File: config.mk
export PLATFORM = sky130hd
export DESIGN_NAME = pingpong_seq
export DESIGN_NICKNAME = d
export VERILOG_FILES = /design/src/rtl/pingpong_seq_pkg.sv /design/src/rtl/pingpong_seq_step_ctrl.sv /design/src/rtl/pingpong_seq_pending.sv /design/src/rtl/pingpong_seq.sv
export SDC_FILE = /design/constraint.sdc
export NUM_CORES = 1
export LEC_CHECK = 0
export ABC_CLOCK_PERIOD_IN_PS = 3500
export BUFFER_PORTS_ARGS = -buffer_cell sky130_fd_sc_hd__buf_2
export CORE_UTILIZATION = 40
export CTS_CLUSTER_DIAMETER = 40
export DETAILED_ROUTE_END_ITERATION = 6
export PLACE_DENSITY = 0.73
export SETUP_SLACK_MARGIN = 0.3
export SYNTH_ARGS = -nofsm -noshare
export SYNTH_HDL_FRONTEND = slang
export SYNTH_HIERARCHICAL = 1
export SYNTH_SLANG_ARGS = --single-unit
File: constraint.sdc
create_clock -name clk -period 3.5 [get_ports clk]
set_clock_uncertainty 0.05 [all_clocks]
set_input_delay 0.7 -clock clk [delete_from_list [all_inputs] [get_ports clk]]
set_output_delay 0.7 -clock clk [all_outputs]
set_load 0.05 [all_outputs]
File: src/rtl/pingpong_seq_pkg.sv
package pingpong_seq_pkg;

    typedef enum logic [1:0] {
        SEQ_IDLE  = 2'd0,
        SEQ_ISSUE = 2'd1,
        SEQ_WAIT  = 2'd2
    } seq_state_e;

    localparam int NUM_UNITS = 4;
    localparam int U_UPA     = 0;
    localparam int U_UPB     = 1;
    localparam int U_CMP     = 2;
    localparam int U_DN      = 3;

    typedef logic [NUM_UNITS-1:0] unit_vec_t;

    // Units that have work in a given step of an nblk-block run.
    function automatic unit_vec_t step_units(input int step, input int nblk);
        unit_vec_t v;
        v        = '0;
        v[U_UPA] = (step < nblk);
        v[U_UPB] = (step < nblk);
        v[U_CMP] = (step >= 1) && (step <= nblk);
        v[U_DN]  = (step >= 2) && (step <= nblk + 1);
        return v;
    endfunction

endpackage

File: src/rtl/pingpong_seq_step_ctrl.sv
module pingpong_seq_step_ctrl
    import pingpong_seq_pkg::*;
#(
    parameter int MAX_BLOCKS = 64,
    parameter int CNT_W      = 7,
    parameter int STEP_W     = 7
) (
    input  logic              clk,
    input  logic              rst,
    input  logic              start_i,
    input  logic [CNT_W-1:0]  count_i,
    input  logic              step_clear_i,
    output seq_state_e        state_o,
    output logic [STEP_W-1:0] step_o,
    output logic [CNT_W-1:0]  count_o,
    output logic              finished_o
);

    seq_state_e        state_q;
    logic [STEP_W-1:0] step_q;
    logic [CNT_W-1:0]  count_q;
    logic              fin_q;
    logic              accept;
    logic              last_step;

    assign accept    = (state_q == SEQ_IDLE) && start_i &&
                       (count_i != '0) && (count_i <= CNT_W'(MAX_BLOCKS));
    assign last_step = (step_q == (STEP_W'(count_q) + STEP_W'(1)));

    always_ff @(posedge clk) begin
        if (rst) begin
            state_q <= SEQ_IDLE;
            step_q  <= '0;
            count_q <= '0;
            fin_q   <= 1'b0;
        end else begin
            fin_q <= 1'b0;
            case (state_q)
                SEQ_IDLE: begin
                    if (accept) begin
                        count_q <= count_i;
                        step_q  <= '0;
                        state_q <= SEQ_ISSUE;
                    end
                end
                SEQ_ISSUE: state_q <= SEQ_WAIT;
                SEQ_WAIT: begin
                    if (step_clear_i) begin
                        if (last_step) begin
                            state_q <= SEQ_IDLE;
                            fin_q   <= 1'b1;
                        end else begin
                            step_q  <= step_q + STEP_W'(1);
                            state_q <= SEQ_ISSUE;
                        end
                    end
                end
                default: state_q <= SEQ_IDLE;
            endcase
        end
    end

    assign state_o    = state_q;
    assign step_o     = step_q;
    assign count_o    = count_q;
    assign finished_o = fin_q;

endmodule

File: src/rtl/pingpong_seq_pending.sv
module pingpong_seq_pending #(
    parameter int UNITS = 4
) (
    input  logic             clk,
    input  logic             rst,
    input  logic             load_i,
    input  logic [UNITS-1:0] mask_i,
    input  logic             track_i,
    input  logic [UNITS-1:0] done_i,
    output logic             clear_o
);

    logic [UNITS-1:0] pend_q;

    for (genvar g = 0; g < UNITS; g++) begin : g_unit
        always_ff @(posedge clk) begin
            if (rst) begin
                pend_q[g] <= 1'b0;
            end else if (load_i) begin
                pend_q[g] <= mask_i[g];
            end else if (track_i && done_i[g]) begin
                pend_q[g] <= 1'b0;
            end
        end
    end

    // The step is over once every outstanding unit is done, counting dones of this cycle.
    assign clear_o = track_i && ((pend_q & ~done_i) == '0);

endmodule

File: src/rtl/pingpong_seq.sv
module pingpong_seq
    import pingpong_seq_pkg::*;
#(
    parameter int MAX_BLOCKS = 64,
    parameter int IDX_W      = $clog2(MAX_BLOCKS),
    parameter int CNT_W      = $clog2(MAX_BLOCKS + 1)
) (
    input  logic             clk,
    input  logic             rst,
    input  logic             start_i,
    input  logic [CNT_W-1:0] blk_count_i,
    output logic             upa_start_o,
    output logic             upb_start_o,
    output logic [IDX_W-1:0] up_blk_o,
    output logic             up_set_o,
    input  logic             upa_done_i,
    input  logic             upb_done_i,
    output logic             cmp_start_o,
    output logic [IDX_W-1:0] cmp_blk_o,
    output logic             cmp_set_o,
    input  logic             cmp_done_i,
    output logic             dn_start_o,
    output logic [IDX_W-1:0] dn_blk_o,
    output logic             dn_set_o,
    input  logic             dn_done_i,
    output logic             busy_o,
    output logic             finished_o
);

    localparam int STEP_W = $clog2(MAX_BLOCKS + 2);

    seq_state_e        state;
    logic [STEP_W-1:0] step;
    logic [CNT_W-1:0]  count;
    logic              step_clear;
    logic              issue;
    unit_vec_t         active;
    unit_vec_t         done_vec;
    unit_vec_t         fire;
    logic [IDX_W-1:0]  up_idx;
    logic [IDX_W-1:0]  cmp_idx;
    logic [IDX_W-1:0]  dn_idx;

    pingpong_seq_step_ctrl #(
        .MAX_BLOCKS (MAX_BLOCKS),
        .CNT_W      (CNT_W),
        .STEP_W     (STEP_W)
    ) u_ctrl (
        .clk          (clk),
        .rst          (rst),
        .start_i      (start_i),
        .count_i      (blk_count_i),
        .step_clear_i (step_clear),
        .state_o      (state),
        .step_o       (step),
        .count_o      (count),
        .finished_o   (finished_o)
    );

    assign issue    = (state == SEQ_ISSUE);
    assign active   = step_units(int'(step), int'(count));
    assign fire     = issue ? active : '0;
    assign done_vec = {dn_done_i, cmp_done_i, upb_done_i, upa_done_i};

    pingpong_seq_pending #(
        .UNITS (NUM_UNITS)
    ) u_pend (
        .clk     (clk),
        .rst     (rst),
        .load_i  (issue),
        .mask_i  (active),
        .track_i (state == SEQ_WAIT),
        .done_i  (done_vec),
        .clear_o (step_clear)
    );

    // Upload lead, compute lags by one, download by two.
    assign up_idx  = step[IDX_W-1:0];
    assign cmp_idx = step[IDX_W-1:0] - IDX_W'(1);
    assign dn_idx  = step[IDX_W-1:0] - IDX_W'(2);

    assign upa_start_o = fire[U_UPA];
    assign upb_start_o = fire[U_UPB];
    assign cmp_start_o = fire[U_CMP];
    assign dn_start_o  = fire[U_DN];

    assign up_blk_o  = fire[U_UPA] ? up_idx  : '0;
    assign cmp_blk_o = fire[U_CMP] ? cmp_idx : '0;
    assign dn_blk_o  = fire[U_DN]  ? dn_idx  : '0;

    assign up_set_o  = up_blk_o[0];
    assign cmp_set_o = cmp_blk_o[0];
    assign dn_set_o  = dn_blk_o[0];

    assign busy_o = (state != SEQ_IDLE);

endmodule

==> Word level (Yosys, flattened, before mapping) <==
Cells that the tools add are included.
{ "totals": {"ff_bits": 21, "output_inout_bits": 27, "wordCells": 73} }
{ "op_classes": {"add_sub_neg": 5, "order_cmp": 6, "eq_ne": 6, "muxes": 21, "bitwise": 4, "n_reduce_logical": 23} }
{ "ops": {"columns": ["op", "count"], "rows": [
  ["$mux W7", 3],
  ["$mux W6", 3],
  ["$add A7 B1 Y7 const B", 2],
  ["$pmux W7 S2", 1],
  ["$reduce_bool A2 Y1", 6],
  ["$logic_and A1 B1 Y1", 10],
  ["$mux W1", 10],
  ["$add A7 B1 Y8 const B", 1],
  ["$le A7 B8 Y1", 1],
  ["$eq A7 B7 Y1", 1],
  ["$ge A7 B1 Y1 const B", 1],
  ["$ge A7 B2 Y1 const B", 1],
  ["$le A7 B7 Y1", 1],
  ["$le A7 B7 Y1 const B", 1],
  ["$lt A7 B7 Y1", 1],
  ["$reduce_bool A7 Y1", 1],
  ["$pmux W2 S3", 1],
  ["$sub A6 B1 Y6 const B", 1],
  ["$sub A6 B2 Y6 const B", 1],
  ["$and A4 B4 Y4", 1],
  ["$logic_not A4 Y1", 1],
  ["$mux W2", 2],
  ["$mux W4", 1],
  ["$ne A2 B2 Y1 const B", 2],
  ["other kinds (9)", 11]
]} }

==> Depth between registers and ports, before layout <==
Gate-level depths: netlist of the first run.
{ "logic_depth": {"depth_word": 6, "depth_mapped": 11} }

==> By module <==
Netlist of the first run, hierarchy kept.
{ "by_module_without_submodules": {"columns": ["module", "instances", "cells_each", "area_per_inst_um2", "seq_area_each_um2"], "rows": [
  ["pingpong_seq_step_ctrl", 1, 125, 1099.8, 340.3],
  ["pingpong_seq", 1, 115, 845.8, 0.0],
  ["pingpong_seq_pending", 1, 24, 186.4, 80.1]
]} }

==> Worst setup path before layout of the first run <==
Ideal clock, no wire load.
{ "synth_timing": {"path_type": "flip-flop to output port", "start": "register u_ctrl.count_q[0] (netlist: u_ctrl/count_o[0])", "end": "output port dn_blk_o[0]", "arrival_ns": 3.997, "setup_slack_ns": -1.247, "stages_incl_launch_ff": 11, "n_path_buf": 1, "cell_sequence": "dfxtp_1 ha_1 and3_1 nand3_1 xnor2_1 ha_1 and3_4 a221oi_2 a211oi_2 nor4_1 buf_4"} }
{ "synth_via": {"elab_chain_len": 5} }
{ "synth_rtl": {"columns": ["element", "line", "rtl"], "rows": [
  ["start: declaration", "pingpong_seq_step_ctrl.sv:21", "logic [CNT_W-1:0] count_q;"],
  ["start signal: assignment", "pingpong_seq_step_ctrl.sv:41", "count_q <= count_i;"],
  ["$add A7 B1 Y8", "pingpong_seq_pkg.sv:24", "v[U_DN] = (step >= 2) && (step <= nblk + 1);"],
  ["$le A7 B8 Y1", "pingpong_seq_pkg.sv:24", null],
  ["$logic_and A1 B1 Y1", "pingpong_seq_pkg.sv:24", null],
  ["$mux W4", "pingpong_seq.sv:62", "assign fire = issue ? active : '0;"],
  ["$mux W6", "pingpong_seq.sv:89", "assign dn_blk_o = fire[U_DN] ? dn_idx : '0;"],
  ["end: declaration", "pingpong_seq.sv:23", "output logic [IDX_W-1:0] dn_blk_o,"]
]} }
Every way passes these cells.

==> Worst setup path in the final report of the first run <==
{ "layout_timing": {"start": "register u_ctrl.count_q[1] (netlist: u_ctrl/count_o[1])", "end": "output port dn_blk_o[0]"} }
The elaborated chain is that of the path after synthesis.

==> impl_table.tex, run 1 <==
\begin{tabular}{lr}
\hline
Metric & Value \\
\hline
\multicolumn{2}{l}{\textbf{Setup path}} \\
Reg-to-reg setup timing slack & a little under 1 ns \\
Launching instance or port of the critical path & u\_ctrl/count\_o[1] \\
Worst endpoint data arrival time & $\sim$2.7 ns \\
Sort of element at the end of the critical path & output port \\
Reg2Reg Capture Point & u\_ctrl/step\_o[4] \\
Number of cells on the worst reg-to-reg path & 8 \\
Max stage delay on crit path & around 0.38 ns \\
Dominant cell type by count on the critical path & sky130\_fd\_sc\_hd\_\_and3\_4 \\
Top fanout value on the critical path & 7 \\
Cells along the critical path & ha\_4, and3\_4, nand3\_2, xnor2\_1, ha\_1, and3\_4, a221oi\_4, a211oi\_4, buf\_12, nor4\_4, buf\_6 \\
Startpoint-to-endpoint class of the critical path & reg -> out \\
Data required time at the worst endpoint & around 2.8 ns \\
RR Startpoint & u\_ctrl/state\_o[1] \\
Critical-path top delay cell & sky130\_fd\_sc\_hd\_\_dfxtp\_4 \\
Capture point of the critical path & dn\_blk\_o[0] \\
Element type at the critical path start & flip-flop \\
\multicolumn{2}{l}{\textbf{Floorplan}} \\
Initial Utilization & 41.74\% \\
Total core area & slightly above 5000 um2 \\
Vertical die dimension & 75.01 um \\
Die width & roughly 75 um \\
DIE AREA & between 5000 and 6000 um2 \\
\# rows & 26 \\
I/O pins & between 40 and 50 \\
\multicolumn{2}{l}{\textbf{Synthesis}} \\
Yosys top cell area share & just under 20\% \\
Most instantiated flip-flop cell in the synthesis netlist & sky130\_fd\_sc\_hd\_\_dfxtp\_1 \\
Gate Count Post-Synth & approximately 260 \\
Nets in the synthesized netlist & 300 \\
Number of flops mapped to enable cells by yosys & 0 \\
Leading cell types by total area after synthesis & sky130\_fd\_sc\_hd\_\_dfxtp\_1 20\%, sky130\_fd\_sc\_hd\_\_ha\_1 13\%, sky130\_fd\_sc\_hd\_\_xnor2\_1 4.9\% \\
Netlist Area Pre-Place & 2132 um2 \\
Synthesis Warnings & 6 \\
Cell accounting for the most synthesized area & sky130\_fd\_sc\_hd\_\_dfxtp\_1 \\
Cell types with the highest counts after synthesis & 22 x sky130\_fd\_sc\_hd\_\_ha\_1, 22 x sky130\_fd\_sc\_hd\_\_nor2\_1, 21 x sky130\_fd\_sc\_hd\_\_dfxtp\_1, 20 x sky130\_fd\_sc\_hd\_\_nand2\_1, 19 x sky130\_fd\_sc\_hd\_\_inv\_1 \\
Mean area per synthesized cell & between 8 and 9 um2 \\
Share of synthesized registers carrying an async set or reset & 0\% \\
Unique cell type count in the Yosys netlist & 57 \\
Sequential-to-total area share from yosys stat & 19.72\% \\
Register bit count reported by yosys & 21 \\
\multicolumn{2}{l}{\textbf{Timing}} \\
Final hold violation count & 0 \\
Final Critical Period & $\sim$3.4 ns \\
Total Neg Setup Slack & 0 ns \\
Setup repair after global routing missed its margin & yes \\
Achievable frequency & around 0.29 GHz \\
Headroom to the max-slew limit & 65.12\% \\
Number of slew-limit violations in the final report & 0 \\
Pin slew with the least headroom to its limit & about 0.52 ns \\
Period utilization & between 90 and 100\% \\
Setup-failing EPs final & 0 \\
\multicolumn{2}{l}{\textbf{Clock tree}} \\
Clock tree from TritonCTS & done \\
Later-pin clock latency in the skew report & 0.27 ns \\
Number of hold buffers added after CTS & 0 \\
Number of clock sinks seen by CTS & 21 \\
Clk Tree Root Cell & sky130\_fd\_sc\_hd\_\_clkbuf\_8 \\
Num CTS Buffers & 3 \\
Clock-pin slew on the worst setup and hold paths & 0.08 ns \\
Number of H-tree levels & 1 \\
Clock tree buffer depth & 2 \\
\multicolumn{2}{l}{\textbf{Flow run}} \\
Max-capacitance violation count & 0 \\
\multicolumn{2}{l}{\textbf{Power and ir drop}} \\
Total chip power & 644.8 uW \\
Largest voltage drop on the vdd net & 181.3 uV \\
Ratio of total power to cell area & about 230 nW/um2 \\
Leakage dissipation & 0.001233 uW \\
\multicolumn{2}{l}{\textbf{Route}} \\
1st-pass router iterations & 4 \\
Remaining antenna violation count & 0 \\
WL/cell & roughly 14 um \\
Routed via count & about 2.1k \\
Detailed-route vias per instance & around 5.5 \\
DRC marker count from the first detailed-route iteration & between 100 and 150 \\
DRC errors left & 0 \\
Post-Route WL & about 5600 um \\
\multicolumn{2}{l}{\textbf{Placed design}} \\
DP Wirelength & about 4300 um \\
Dpl cell area & around 2600 um2 \\
Count of input and output buffers & 40 \\
RePlAce Congestion & just under 0.9 \\
\multicolumn{2}{l}{\textbf{GRT}} \\
Global route overflow & 0 \\
Largest net degree at the start of global routing & 18 \\
Initial antenna violation count & 0 \\
Via count of the first global-routing pass & between 2k and 2.5k \\
GRT Total Usage & around a fifth \\
Global-route wire length before repair & about 9100 um \\
\multicolumn{2}{l}{\textbf{Finish}} \\
Number of diodes added for antenna fixing & 0 \\
Final cell utilization of the core & between 50\% and 60\% \\
Cell area after layout & between 2000 and 3000 um2 \\
Net count reported at finish & between 300 and 400 \\
Share of layout cells above drive strength 1 & between 30\% and 40\% \\
Layout Area Growth over Synthesis & 33.45\% \\
\multicolumn{2}{l}{\textbf{Min path}} \\
Class of the worst hold path & reg -> reg \\
\multicolumn{2}{l}{\textbf{Run status}} \\
Run status & completed \\
\hline
\end{tabular}
## placed cells by master, fill, tap and decap left out, types with 3 or more instances in the layout
cell	count
sky130_fd_sc_hd__and4_1	3
sky130_fd_sc_hd__o211ai_1	3
sky130_fd_sc_hd__o211a_1	3
sky130_fd_sc_hd__nor3_2	9
sky130_fd_sc_hd__mux2i_1	7
sky130_fd_sc_hd__inv_1	19
sky130_fd_sc_hd__nor2_1	22
sky130_fd_sc_hd__o21ai_0	3
sky130_fd_sc_hd__a21oi_1	12
sky130_fd_sc_hd__a31oi_1	3
sky130_fd_sc_hd__buf_2	32
sky130_fd_sc_hd__ha_1	21
sky130_fd_sc_hd__nor4_2	4
sky130_fd_sc_hd__a211oi_1	3
sky130_fd_sc_hd__dfxtp_1	14
sky130_fd_sc_hd__nand2_1	20
sky130_fd_sc_hd__nand3_1	7
sky130_fd_sc_hd__dfxtp_2	5
sky130_fd_sc_hd__buf_6	9
sky130_fd_sc_hd__xnor2_1	12
sky130_fd_sc_hd__a21o_1	3
sky130_fd_sc_hd__nand3b_1	3
sky130_fd_sc_hd__buf_4	16
sky130_fd_sc_hd__nor3_1	3
sky130_fd_sc_hd__xor2_1	7
sky130_fd_sc_hd__nor4_4	6
sky130_fd_sc_hd__and3_4	3
sky130_fd_sc_hd__and3_1	5
sky130_fd_sc_hd__a211o_1	5
sky130_fd_sc_hd__nor2b_1	6
sky130_fd_sc_hd__a311o_1	3
sky130_fd_sc_hd__and2_1	5
sky130_fd_sc_hd__clkbuf_8	3
## per-layer routing
metal	share of wire, %	wire (um)	track usage (%)
met5	0	0	0
met4	1.5	82	8.595
met3	2.6	144	2.008
met2	51	2831	36.54
met1	45	2530	26.92
## worst min path at each step
stage / start / to / slack [ns] / cells after the start
after global placement: u_pend/pend_q[1] / u_pend/pend_q[1] / 0.42 / 2
after global routing: u_pend/pend_q[1] / u_pend/pend_q[1] / 0.48 / 2
after detailed placement: u_pend/pend_q[1] / u_pend/pend_q[1] / 0.43 / 2
final: u_pend/pend_q[1] / u_pend/pend_q[1] / 0.44 / 2
after CTS: u_pend/pend_q[1] / u_pend/pend_q[1] / 0.45 / 2
after floorplan: u_pend/pend_q[1] / u_pend/pend_q[1] / 0.40 / 2
## critical path: cells and delay by family (launching register included)
kind / cells / cell delay, ns
XOR/XNOR: 1 / 0.17
adder cells (fa/ha/maj): 2 / 0.41
buffers and inverters: 2 / 0.38
AO/OA/AOI/OAI: 2 / 0.41
AND/OR/NAND/NOR: 4 / 0.65
flip-flops: 1 / 0.38
## metrics by stage
stage               worst slack, ns  std cells  hold slack, ns
finish                      0.08316        387          0.4423
global route               -0.02246        387          0.4773
CTS                         0.07358        386          0.4484
detailed placement         -0.01118        376          0.4324
global placement            0.07764        376          0.4218
floorplan                   -0.2021        264          0.3984
## power breakdown
part | switching (uW) | leakage (uW) | total, uW | internal (uW)
registers | 10.4 | 0.000174 | 256 | 246
logic | 137 | 0.00103 | 225 | 88.2
clock network | 83.5 | 0.0000255 | 163 | 79.5
## kinds of logic (layout without fill, tap and decap cells)
group	count (synthesis)	after routing	synth area share [%]
AOI/OAI and AO/OA	50	50	17.84
DFF	21	21	19.72
buffers and inverters	28	81	5.810
adders and majority gates	22	22	12.91
muxes	8	8	3.815
xor gates and xnor gates	20	20	8.920
and+or+nand+nor	115	115	30.99
## cell type report
| class | instances | area [um2] |
|---|---|---|
| fillers | 476 | 2262 |
| multi-input cells | 215 | 1804 |
| flip-flops and latches | 21 | 434.2 |
| repair buffers | 58 | 401.6 |
| well taps | 70 | 87.58 |
| inverters | 19 | 71.32 |
| clock buffers | 3 | 41.29 |
| clock inverters | 1 | 5.005 |
## sequential cells by signal, indices dropped and copies added, names as in the netlist
register	flops
u_pend/pend_q	4
u_ctrl/state_o	2
u_ctrl/step_o	7
u_ctrl/count_o	7
u_ctrl/finished_o	1
## timing repair
action / CTS / global route
resized for setup: 16 / 10
buffers inserted: 6 / 1
setup endpoints to repair: 16 / 16
pin swaps: 6 / 4
No activity file was read; power rests on OpenSTA's default activity.
==> inputs of run 2 (changes only) <==
--- a/config.mk
+++ b/config.mk
@@ -11,6 +11,7 @@
 export CTS_CLUSTER_DIAMETER = 40
 export DETAILED_ROUTE_END_ITERATION = 6
 export PLACE_DENSITY = 0.73
+export RECOVER_POWER = 50
 export SETUP_SLACK_MARGIN = 0.3
 export SYNTH_ARGS = -nofsm -noshare
 export SYNTH_HDL_FRONTEND = slang
==> run 2 against run 1 <==
Register-to-register slack got worse by 0.04 ns. Sequential power barely moved. Setup slack improved by 0.0021 ns. Worst hold slack got worse by 0.00055 ns. Cell count did not move. Design area fell by 0.97%. Via count barely moved. Non-clock buffer count did not move. Critical path type unchanged. Largest cell class unchanged.
==> impl_table.tex, run 2 (synthesis gave the netlist of run 1 again) <==
\begin{tabular}{lr}
\hline
Metric & Value \\
\hline
\multicolumn{2}{l}{\textbf{Clock tree}} \\
Num CTS Buffers & 3 (unchanged) \\
Number of H-tree levels & 1 (unchanged) \\
Number of clock sinks seen by CTS & 21 (unchanged) \\
Clock tree from TritonCTS & done (unchanged) \\
Later-pin clock latency in the skew report & 0.27 ns (about the same) \\
Clk Tree Root Cell & sky130\_fd\_sc\_hd\_\_clkbuf\_8 (unchanged) \\
Clock-pin slew on the worst setup and hold paths & 0.08 ns (about the same) \\
Clock tree buffer depth & 2 (unchanged) \\
\multicolumn{2}{l}{\textbf{GRT}} \\
Initial antenna violation count & 0 (unchanged) \\
Global-route wire length before repair & 9135 um (unchanged) \\
GRT Total Usage & 21.11\% (unchanged) \\
Largest net degree at the start of global routing & 18 (unchanged) \\
Via count of the first global-routing pass & 2,002 (unchanged) \\
Global route overflow & 0 (unchanged) \\
\multicolumn{2}{l}{\textbf{Flow run}} \\
Max-capacitance violation count & 0 (unchanged) \\
\multicolumn{2}{l}{\textbf{Power and ir drop}} \\
Leakage dissipation & 0.001218 uW (was 0.001233 uW) \\
Ratio of total power to cell area & 227.3 nW/um2 (was 226.6 nW/um2) \\
Largest voltage drop on the vdd net & 179.8 uV (was 181.3 uV) \\
Total chip power & 640.4 uW (was 644.8 uW) \\
\multicolumn{2}{l}{\textbf{Timing}} \\
Pin slew with the least headroom to its limit & 0.8496 ns (was 0.5192 ns) \\
Period utilization & 97.56\% (was 97.62\%) \\
Achievable frequency & 0.2928 GHz (was 0.2927 GHz) \\
Final hold violation count & 0 (unchanged) \\
Number of slew-limit violations in the final report & 0 (unchanged) \\
Setup-failing EPs final & 0 (unchanged) \\
Total Neg Setup Slack & 0 ns (unchanged) \\
Headroom to the max-slew limit & 42.93\% (was 65.12\%) \\
Setup repair after global routing missed its margin & yes (unchanged) \\
Final Critical Period & 3.415 ns (was 3.417 ns) \\
\multicolumn{2}{l}{\textbf{Setup path}} \\
Element type at the critical path start & flip-flop (unchanged) \\
Startpoint-to-endpoint class of the critical path & reg -> out (unchanged) \\
Data required time at the worst endpoint & 2.75 ns (about the same) \\
Worst endpoint data arrival time & 2.66 ns (was 2.67 ns) \\
Number of cells on the worst reg-to-reg path & 8 (unchanged) \\
Sort of element at the end of the critical path & output port (unchanged) \\
Top fanout value on the critical path & 7 (unchanged) \\
\multicolumn{2}{l}{\textbf{Floorplan}} \\
DIE AREA & 5626 um2 (unchanged) \\
\# rows & 26 (unchanged) \\
Total core area & 5107 um2 (unchanged) \\
Die width & 75.01 um (unchanged) \\
I/O pins & 41 (unchanged) \\
Vertical die dimension & 75.01 um (unchanged) \\
Initial Utilization & 41.74\% (unchanged) \\
\multicolumn{2}{l}{\textbf{Finish}} \\
Number of diodes added for antenna fixing & 0 (unchanged) \\
Filler cells & 480 (was 476) \\
Top library cells by usage in the layout, fill and taps aside & 30 x sky130\_fd\_sc\_hd\_\_buf\_2, 22 x sky130\_fd\_sc\_hd\_\_nor2\_1, 21 x sky130\_fd\_sc\_hd\_\_ha\_1 (was 32 x sky130\_fd\_sc\_hd\_\_buf\_2, 22 x sky130\_fd\_sc\_hd\_\_nor2\_1, 21 x sky130\_fd\_sc\_hd\_\_ha\_1) \\
Net count reported at finish & 354 (unchanged) \\
Leading cell type in the layout, fill and taps excluded & sky130\_fd\_sc\_hd\_\_buf\_2 (unchanged) \\
Share of layout cells above drive strength 1 & 32.18\% (was 34.70\%) \\
Layout Area Growth over Synthesis & 32.16\% (was 33.45\%) \\
\multicolumn{2}{l}{\textbf{Min path}} \\
Worst hold path cell count & 2 (unchanged) \\
Class of the worst hold path & reg -> reg (unchanged) \\
\multicolumn{2}{l}{\textbf{Placed design}} \\
DP Wirelength & 4256 um (unchanged) \\
RePlAce Congestion & 0.8907 (unchanged) \\
Count of input and output buffers & 40 (unchanged) \\
\multicolumn{2}{l}{\textbf{Route}} \\
Post-Route WL & 5575 um (was 5589 um) \\
WL/cell & 14.41 um (was 14.44 um) \\
Detailed-route vias per instance & 5.465 (was 5.463) \\
DRC errors left & 0 (unchanged) \\
1st-pass router iterations & 4 (unchanged) \\
Remaining antenna violation count & 0 (unchanged) \\
DRC marker count from the first detailed-route iteration & 87 (was 102) \\
Routed via count & 2,115 (was 2,114) \\
\multicolumn{2}{l}{\textbf{Run status}} \\
Run status & completed (unchanged) \\
\hline
\end{tabular}
-- run 2: per-layer routing --
metal	wire length, um	global-route usage, %
met2	2829	36.54
met1	2528	26.92
met4	72	8.595
met3	145	2.008
met5	0	0
-- run 2: final timing paths --
path	to	slack (ns)	start
max	dn_blk_o[0]	0.09	u_ctrl/count_o[1]
min	u_pend/pend_q[1]	0.44	u_pend/pend_q[1]
max reg2reg	u_ctrl/step_o[4]	0.94	u_ctrl/state_o[1]
min reg2reg	u_pend/pend_q[1]	0.44	u_pend/pend_q[1]
-- run 2: stage by stage --
stage	area, um2	setup slack (ns)	hold WS [ns]	std cells	utilization [%]
2_1_floorplan	2327	-0.2021	0.3984	264	-
3_3_place_gp	2645	0.07764	0.4218	376	51.79
3_5_place_dp	2645	-0.01118	0.4324	376	51.79
4_1_cts	2799	0.07358	0.4484	386	54.80
5_1_grt	2818	-0.02246	0.4773	387	55.17
6_report	2818	0.08526	0.4418	387	55.17
-- run 2: area by class of cell --
class	instances	area [um2]	area share, %
multi-input cells	215	1779	63.14
repair buffers	58	399.1	14.17
well taps	70	87.58	3.108
flip-flops and latches	21	434.2	15.41
inverters	19	71.32	2.531
clock inverters	1	5.005	0.1776
clock buffers	3	41.29	1.465
-- run 2: critical path, stage by stage, from the launching register on --
cell	delay [ns]
sky130_fd_sc_hd__dfxtp_4	0.38
sky130_fd_sc_hd__ha_4	0.14
sky130_fd_sc_hd__and3_4	0.19
sky130_fd_sc_hd__nand3_2	0.08
sky130_fd_sc_hd__xnor2_1	0.17
sky130_fd_sc_hd__ha_1	0.27
sky130_fd_sc_hd__and3_4	0.17
sky130_fd_sc_hd__a221oi_4	0.30
sky130_fd_sc_hd__a211oi_4	0.11
sky130_fd_sc_hd__buf_12	0.17
sky130_fd_sc_hd__nor4_4	0.20
sky130_fd_sc_hd__buf_6	0.21
-- run 2: power breakdown --
| group | internal (uW) | leakage (uW) | total (uW) | switching [uW] |
|---|---|---|---|---|
| clock | 79.4 | 0.0000255 | 163 | 83.1 |
| combinational | 86.1 | 0.00102 | 221 | 135 |
| sequential | 246 | 0.000174 | 257 | 10.6 |
-- run 2: repair_timing --
item	CTS	global route
hold buffers	0	0
resized for setup	16	10
endpoints found under the setup margin	16	16
pin swaps	6	4
buffers inserted	6	1
==> inputs of run 3 (changes only) <==
--- a/config.mk
+++ b/config.mk
@@ -12,7 +12,6 @@
 export DETAILED_ROUTE_END_ITERATION = 6
 export PLACE_DENSITY = 0.73
 export RECOVER_POWER = 50
-export SETUP_SLACK_MARGIN = 0.3
 export SYNTH_ARGS = -nofsm -noshare
 export SYNTH_HDL_FRONTEND = slang
 export SYNTH_HIERARCHICAL = 1
==> run 3 against run 2 <==
The flow now finishes with violations (negative setup slack). Utilization fell by 0.54 points. Setup slack got worse by 0.089 ns. Global-route usage fell by 0.56 points. Clock power fell by 4%. Non-clock buffer count rose by 2. Die area did not move. Register-to-register slack improved by 0.07 ns. Cell count rose by 0.52%. Worst hold slack got worse by 0.0032 ns. Critical path type unchanged.
==> impl_table.tex, run 3 (synthesis gave the netlist of run 1 again) <==
\begin{tabular}{lr}
\hline
Metric & Value \\
\hline
\multicolumn{2}{l}{\textbf{Timing}} \\
Period utilization & 100.1\% (was 97.56\%) \\
Final Hold Slack & 0.4385 ns (was 0.4418 ns) \\
Number of slew-limit violations in the final report & 0 (unchanged) \\
Setup repair after global routing missed its margin & yes (unchanged) \\
Final worst slack & -0.003954 ns (was 0.08526 ns) \\
Setup-failing EPs final & 2 (was 0) \\
Final Critical Period & 3.504 ns (was 3.415 ns) \\
Final hold violation count & 0 (unchanged) \\
Pin slew with the least headroom to its limit & 0.5847 ns (was 0.8496 ns) \\
Achievable frequency & 0.2854 GHz (was 0.2928 GHz) \\
Headroom to the max-slew limit & 61.18\% (was 42.93\%) \\
Total Neg Setup Slack & -0.004598 ns (was 0 ns) \\
\multicolumn{2}{l}{\textbf{Run status}} \\
Violated checks & negative setup slack \\
Run status & finished with violations (was completed) \\
\multicolumn{2}{l}{\textbf{Finish}} \\
Net count reported at finish & 356 (was 354) \\
Number of diodes added for antenna fixing & 0 (unchanged) \\
Share of layout cells above drive strength 1 & 30.09\% (was 32.18\%) \\
Leading cell type in the layout, fill and taps excluded & sky130\_fd\_sc\_hd\_\_buf\_2 (unchanged) \\
Layout Area Growth over Synthesis & 30.87\% (was 32.16\%) \\
Filler cells & 482 (was 480) \\
Top library cells by usage in the layout, fill and taps aside & 30 x sky130\_fd\_sc\_hd\_\_buf\_2, 22 x sky130\_fd\_sc\_hd\_\_nor2\_1, 21 x sky130\_fd\_sc\_hd\_\_ha\_1 (unchanged) \\
\multicolumn{2}{l}{\textbf{Setup path}} \\
Data required time at the worst endpoint & 2.75 ns (about the same) \\
Element type at the critical path start & flip-flop (unchanged) \\
Number of cells on the worst reg-to-reg path & 12 (was 8) \\
Top fanout value on the critical path & 8 (was 7) \\
Sort of element at the end of the critical path & output port (unchanged) \\
Worst endpoint data arrival time & 2.75 ns (was 2.66 ns) \\
Reg-to-reg setup timing slack & 1.01 ns (was 0.94 ns) \\
Reg2Reg Capture Point & u\_pend/pend\_q[3] (was u\_ctrl/step\_o[4]) \\
Startpoint-to-endpoint class of the critical path & reg -> out (unchanged) \\
RR Startpoint & u\_ctrl/count\_o[0] (was u\_ctrl/state\_o[1]) \\
\multicolumn{2}{l}{\textbf{Flow run}} \\
Max-capacitance violation count & 0 (unchanged) \\
\multicolumn{2}{l}{\textbf{Min path}} \\
Worst hold path cell count & 2 (unchanged) \\
Worst Hold Path EP & u\_pend/pend\_q[1] (unchanged) \\
Hold\_sp & u\_pend/pend\_q[1] (unchanged) \\
Class of the worst hold path & reg -> reg (unchanged) \\
\multicolumn{2}{l}{\textbf{Route}} \\
1st-pass router iterations & 4 (unchanged) \\
Detailed-route vias per instance & 5.560 (was 5.465) \\
Routed via count & 2,163 (was 2,115) \\
Remaining antenna violation count & 0 (unchanged) \\
DRC errors left & 0 (unchanged) \\
Post-Route WL & 5672 um (was 5575 um) \\
WL/cell & 14.58 um (was 14.41 um) \\
DRC marker count from the first detailed-route iteration & 148 (was 87) \\
\multicolumn{2}{l}{\textbf{Clock tree}} \\
Clock tree buffer depth & 2 (unchanged) \\
Num CTS Buffers & 3 (unchanged) \\
Clock tree from TritonCTS & done (unchanged) \\
Later-pin clock latency in the skew report & 0.26 ns (was 0.27 ns) \\
Number of H-tree levels & 1 (unchanged) \\
Number of hold buffers added after CTS & 0 (unchanged) \\
Number of clock sinks seen by CTS & 21 (unchanged) \\
Clk Tree Root Cell & sky130\_fd\_sc\_hd\_\_clkbuf\_8 (unchanged) \\
Clock-pin slew on the worst setup and hold paths & 0.08 ns (about the same) \\
\multicolumn{2}{l}{\textbf{Placed design}} \\
DP Wirelength & 4212 um (was 4256 um) \\
RePlAce Congestion & 0.8810 (was 0.8907) \\
Worst slack at placement & 0.07813 ns (was -0.01118 ns) \\
Count of input and output buffers & 40 (unchanged) \\
\multicolumn{2}{l}{\textbf{GRT}} \\
Via count of the first global-routing pass & 1,959 (was 2,002) \\
Global-route wire length before repair & 8838 um (was 9135 um) \\
GRT Total Usage & 20.56\% (was 21.11\%) \\
Initial antenna violation count & 0 (unchanged) \\
Global route overflow & 0 (unchanged) \\
Largest net degree at the start of global routing & 18 (unchanged) \\
\multicolumn{2}{l}{\textbf{Floorplan}} \\
Total core area & 5107 um2 (unchanged) \\
\# rows & 26 (unchanged) \\
Vertical die dimension & 75.01 um (unchanged) \\
Die width & 75.01 um (unchanged) \\
Initial Utilization & 41.74\% (unchanged) \\
DIE AREA & 5626 um2 (unchanged) \\
I/O pins & 41 (unchanged) \\
\multicolumn{2}{l}{\textbf{Power and ir drop}} \\
Leakage dissipation & 0.001228 uW (was 0.001218 uW) \\
Largest voltage drop on the vdd net & 141.6 uV (was 179.8 uV) \\
Ratio of total power to cell area & 224.9 nW/um2 (was 227.3 nW/um2) \\
\hline
\end{tabular}
==> run 3: critical path: stages (launching register included) <==
cell                       delay [ns]
sky130_fd_sc_hd__dfxtp_2         0.37
sky130_fd_sc_hd__ha_4            0.14
sky130_fd_sc_hd__and3_4          0.20
sky130_fd_sc_hd__nand3_4         0.08
sky130_fd_sc_hd__xnor2_2         0.14
sky130_fd_sc_hd__ha_1            0.29
sky130_fd_sc_hd__and3_4          0.21
sky130_fd_sc_hd__a221oi_4        0.29
sky130_fd_sc_hd__a211oi_4        0.11
sky130_fd_sc_hd__buf_12          0.17
sky130_fd_sc_hd__nor4_4          0.28
sky130_fd_sc_hd__buf_6           0.21
==> run 3: routing by layer <==
layer / track usage (%) / routed length, um
met1: 25.55 / 2506
met2: 37.14 / 2826
met3: 2.008 / 290
met4: 6.709 / 48
met5: 0 / 0
==> run 3: how the worst max path moves through the flow <==
stage / slack, ns / depth (start not counted) / startpoint / endpoint
floorplan: -0.32 / 10 / u_ctrl/count_o[0] / dn_blk_o[0]
global placement: 0.18 / 10 / u_ctrl/count_o[0] / dn_blk_o[3]
detailed placement: 0.08 / 10 / u_ctrl/count_o[0] / dn_blk_o[4]
CTS: -0.02 / 11 / u_ctrl/count_o[0] / dn_blk_o[0]
global route: -0.12 / 11 / u_ctrl/count_o[0] / dn_set_o
finish: -0.004 / 11 / u_ctrl/count_o[0] / dn_set_o
==> run 3: what timing repair did <==
action                                  CTS  global route
pin swaps                                 1             0
setup buffers                             2             2
resized for setup                        10            16
endpoints found under the setup margin    8             8
endpoints found under the hold margin     0             0
==> run 3: where the power goes <==
part | switching [uW] | internal (uW)
logic | 129 | 83.9
clock network | 76.5 | 81.0
registers | 10.5 | 247
==> run 3: per-stage QoR <==
stage	power (uW)	instances	area [um2]	utilization, %
floorplan	403.1	264	2251	-
global placement	455.1	381	2606	51.03
detailed placement	458.9	381	2606	51.03
CTS	631.3	387	2718	53.21
global route	664.9	389	2790	54.63
finish	627.6	389	2790	54.63
==> run 3: area by class of cell <==
| cell class | instances | area, um2 | share of cell area [%] |
|---|---|---|---|
| Multi-Input combinational cell | 215 | 1757 | 62.96 |
| Tap cell | 70 | 87.58 | 3.139 |
| Clock buffer | 4 | 45.04 | 1.614 |
| Inverter | 19 | 71.32 | 2.556 |
| Sequential cell | 21 | 422.9 | 15.16 |
| Timing Repair Buffer | 60 | 406.6 | 14.57 |
